### config.mk
export PLATFORM = sky130hd
export DESIGN_NAME = irq_gather
export DESIGN_NICKNAME = d
export VERILOG_FILES = /design/src/rtl/irq_gather.sv
export SDC_FILE = /design/constraint.sdc
export NUM_CORES = 1
export LEC_CHECK = 0
export BUFFER_PORTS_ARGS = -buffer_cell sky130_fd_sc_hd__buf_2
export CAP_MARGIN = 0
export CORE_AREA = 2 2 57 59
export CTS_CLUSTER_SIZE = 24
export DETAILED_ROUTE_END_ITERATION = 8
export DIE_AREA = 0 0 59 61
export GPL_TIMING_DRIVEN = 0
export PLACE_DENSITY = 0.87
export SYNTH_ARGS = -nofsm -noshare
export SYNTH_HDL_FRONTEND = slang
export SYNTH_SLANG_ARGS = --single-unit
### constraint.sdc
create_clock -name clk -period 4 [get_ports clk]
set_clock_uncertainty 0.2 [all_clocks]
set_input_delay 0.6 -clock clk [delete_from_list [all_inputs] [get_ports clk]]
set_output_delay 0.6 -clock clk [all_outputs]
set_load 0.02 [all_outputs]
### src/rtl/irq_gather.sv
module irq_gather #(
  parameter int NSRC = 8,
  parameter int AW = 8,
  parameter int DW = 32,
  parameter logic [AW-1:0] STAT_OFS = 8'h18,
  parameter logic [AW-1:0] EN_OFS = 8'h1C,
  parameter logic [NSRC-1:0] LEVEL_MAP = 8'hC0
) (
  input  logic            clk,
  input  logic            rst_n,
  input  logic [NSRC-1:0] src,
  input  logic            sel,
  input  logic            wr,
  input  logic [AW-1:0]   addr,
  input  logic [DW-1:0]   wdata,
  output logic [DW-1:0]   rdata,
  output logic            irq_n
);

  localparam logic [NSRC-1:0] EDGE_MAP = ~LEVEL_MAP;

  logic [NSRC-1:0] src_q, lat_q, en_q;
  logic [NSRC-1:0] clr, evt, stat, rd_word;

  wire hit_stat = sel & (addr == STAT_OFS);
  wire hit_en   = sel & (addr == EN_OFS);

  assign clr  = (hit_stat & wr) ? wdata[NSRC-1:0] : '0;
  assign evt  = src & ~src_q & EDGE_MAP;
  assign stat = (lat_q & EDGE_MAP) | (src & LEVEL_MAP);

  always_ff @(posedge clk) begin
    if (!rst_n) begin
      src_q <= '0;
      lat_q <= '0;
      en_q  <= '0;
    end else begin
      src_q <= src;
      lat_q <= ((lat_q & ~clr) | evt) & EDGE_MAP;
      if (hit_en & wr) en_q <= wdata[NSRC-1:0];
    end
  end

  always_comb begin
    rd_word = '0;
    if (hit_stat)    rd_word = stat;
    else if (hit_en) rd_word = en_q;
  end

  assign rdata = DW'(rd_word);
  assign irq_n = ~|(stat & en_q);

endmodule

; ---- After elaboration in Yosys (flattened, before gate mapping)
; Cells that the tools add are included.
[classes]
eq_ne = 2
muxes = 3
reduce_logical = 2
bitwise_logic = 11
[op_table]
columns = op, n
row1 = 8-bit by 5-bit equality test with 1-bit output (second input constant), 2
row2 = 8-bit two-way mux, 2
row3 = 6-bit bitwise AND, 2
row4 = 6-bit NOT, 2
row5 = 8-bit bitwise AND, 1
row6 = 6-bit by 8-bit OR with 8-bit output, 1
row7 = 8-bit OR reduction, 1
row8 = 6-bit two-way mux, 1
row9 = 6-bit OR, 1
row10 = 1-bit bitwise AND, 4
row11 = 1-bit zero test, 1
[word_totals]
output_inout_bits = 33
reg_bits = 20
word_cells = 21
input_bits = 52

; ---- Logic depth before layout (Yosys ltp)
[logic_depth]
ltp_word = 7
depth_mapped = 4
ltp_nobuf = 3

; ---- Worst setup path after synthesis
; OpenSTA, ideal clock, no wires.
[synth_timing]
path_type = input to output
from = in addr[1]
to = out rdata[0]
setup_slack_ps = 1317
cell_stages = 4
required_time_ps = 3200
n_path_buf = 1
arrival_time_ps = 1883
path_cell_list = or4b_4 > or2_1 > clkbuf_1 > nor2_1
[synth_via]
elab_chain_cells = 4
word_cells_on_any_way = 6
[synth_rtl]
columns = element, line_no
row1 = from (decl), 14  ; input logic [AW-1:0] addr,
row2 = 8-bit by 5-bit equality test with 1-bit output, 26  ; wire hit_en = sel & (addr == EN_OFS);
row3 = 1-bit bitwise AND, 26
row4 = 8-bit two-way mux, 47  ; else if (hit_en) rd_word = en_q;
row5 = 8-bit two-way mux (*), 46  ; if (hit_stat) rd_word = stat;
row6 = to (decl), 16  ; output logic [DW-1:0] rdata,
; Every way passes the cells marked *; elsewhere a longest branch is shown, timed or not.

; ---- Worst setup path in the final report
[layout_timing]
from = in addr[1]
to = out rdata[1]
; Same word-level chain as after synthesis.

==> metrics.txt <==
number of filler cells placed in the layout=309; count of distinct cell types in the synthesized netlist=20; area enclosed by the die boundary=3600 sq um; CTS buffer count=3; worst IR drop on VDD=0.189 mV; Reg2Reg Launch Point=src_q[1]$_SDFF_PN0_; Ports=85; All-Layer GR Usage=13.6%; final number of setup-violating endpoints=0; depth of the worst register-to-register path=3; number of standard cells in the final layout excluding fillers=225; area taken by multi-input logic gates=627 sq um; count leader, synth=buf_4; cells after synthesis=131; post-synthesis cell area=1140 sq um; Fmax achieved=0.352 GHz; clock-pin transition on the worst setup and hold timing paths=110 ps; Final Total Pwr=408 uW; outcome=finished clean; count of inserted antenna diode cells=0; Required @ worst endpoint=3200 ps; first-pass GRT wire length=3700 um; number of resized instances in the post-cts repair step=0; kind of capture point of the worst setup path=primary output; final cycle utilization of the critical path=71.1%; data arrival time of the critical path=2040 ps; Placement Rows=20; deepest clock path buffer count=2; Max-cap violations=0; Routed WL per cell=10.6 um; antenna violations before repair=0; die height=61 um; hold-fix buffers at CTS=0; Synth Register Bits=20; fraction of final layout cells with drive strength greater than 1=34.4%; number of iterations in the first detailed-routing pass=4; final weighted congestion of routability-driven global placement=0.728; count of placed standard cells including taps=221; drt total wl=2380 um; type of element launching the critical path=primary input; setup repair after global routing missed its margin=no; buffer type at the clock tree root=clkbuf_4; remaining routing DRC violations=0; final instance area=1480 sq um; post-placement cell area=1440 sq um; total of warnings raised by yosys=0; cell depth of the worst min-delay path=2; Overflow after GRT=0; ratio of routed vias to standard cells=4.28; power density normalized to cell area=277 nW/um^2; remaining number of nets flagged by the antenna check after routing=0; net total in the final layout=245; post-synthesis to final-layout area growth=29.3%; iteration-0 DRC count of the detailed router=20; largest net degree at the start of global routing=12; fraction of registers with async set/reset=0%; most frequent cells after synthesis=buf_4, dfxtp_1, nand2_1; ranking of synthesized cells by area=dfxtp_1, buf_4, mux2i_1, nor2b_1, nand2_1; Final min period=2840 ps; clk sink count=20; via count of the first global-routing pass=859; static leakage=0.732 nW; area of the core=2950 sq um; leading area contributor after synthesis=dfxtp_1; share of the yosys chip area belonging to registers=35.1%; first element of the critical path=addr[1]; via count of the routed design=963; number of levels the H-tree was split into=1; post-route setup TNS=0 ps; Final Slew Violations=0; TritonCTS clock tree=done; minimum hold slack=284 ps; Most used DFF post-synth=dfxtp_1; maximum net fanout on the critical path=8; class of the most critical setup path=primary input to primary output; count of final hold-check violations=0; port buffer count=34; dpl hpwl=1910 um; class of the most critical hold timing path=register to register; hold path start=en_q[6]$_SDFFE_PN0P_; initial core utilization=38.6%; number of enable-type register cells in the synthesized netlist=0; top-area cell type share of the netlist area=35.1%; Avg Inst Size Synth=8.71 sq um; area occupied by registers=400 sq um; DIE WIDTH=59 um; Worst Tran Pin Value=570 ps; clock latency reported for the late side of the worst-skew pair=300 ps; Setup Fix Bufs, Post-CTS=0; worst-case headroom to the max-slew limit=61.9%
-- where the power goes --
part | switching, mW | total, mW | internal (mW)
Clock | 0.0605 | 0.116 | 0.0555
Sequential | 0.00445 | 0.212 | 0.207
Combinational | 0.0433 | 0.0809 | 0.0376
Total | 0.108 | 0.408 | 0.300
-- cell usage in the layout (no fill, tap or decap), drive strengths merged --
cell type,n
a21oi,6
a22oi,4
and2,6
and4,1
buf,60
clkbuf,7
conb,24
dfxtp,20
mux2i,16
nand2,17
nand4bb,1
nor2,8
nor2b,12
nor3,1
nor4b,1
o21ai,6
or2,1
or4b,1
-- registers in the layout, summed over array words and instances, names as in the netlist --
signal / count
lat_q: 6
src_q: 6
en_q: 8
-- path summary, 6_finish.rpt --
kind,slack [ps],end
setup / recovery,1160,rdata[1]
hold reg to reg,280,en_q[6]$_SDFFE_PN0P_
hold / removal,280,en_q[6]$_SDFFE_PN0P_
setup reg to reg,3060,lat_q[1]$_SDFF_PN0_
-- through the flow --
step / worst slack [ps] / util (%)
floorplan: 1320 / -
CTS: 1140 / 50.0
finish: 1160 / 50.0
detailed placement: 1150 / 48.7
global placement: 1130 / 48.7
global route: 1080 / 50.0
-- critical path, cell delays in order --
cell and delay (ps):
buf_2 100, or4b_4 570, or2_1 250, clkbuf_1 200, nor2_1 160, buf_2 170
-- final cells by class --
| type | instances | area share [%] |
|---|---|---|
| buffer | 29 | 13.6 |
| timing repair buffer | 34 | 11.5 |
| clock buffer | 4 | 2.46 |
| multi-input combinational | 105 | 42.5 |
| tap | 33 | 2.80 |
| sequential | 20 | 27.1 |
-- metal layers --
| layer | vias up | global-route usage, % | wire length [um] | share of wire [%] |
|---|---|---|---|---|
| met1 | 401 | 17.6 | 1100 | 46 |
| met2 | 46 | 23.0 | 1060 | 45 |
| li1 | 511 | - | - | - |
| met5 | - | 0 | 0 | 0 |
| met3 | 5 | 1.71 | 179 | 7.5 |
| met4 | 0 | 5.84 | 38 | 1.6 |
-- kinds of logic after synthesis --
kind of cell / after synthesis / synth area share, %
other: 1 / 0.329
AO/OA/AOI/OAI: 16 / 7.90
multiplexers: 16 / 14.0
flip-flops: 20 / 35.1
buffers and inverters: 29 / 17.5
AND/OR/NAND/NOR: 49 / 25.1
Note: power is estimated with default switching activity, not from simulation.
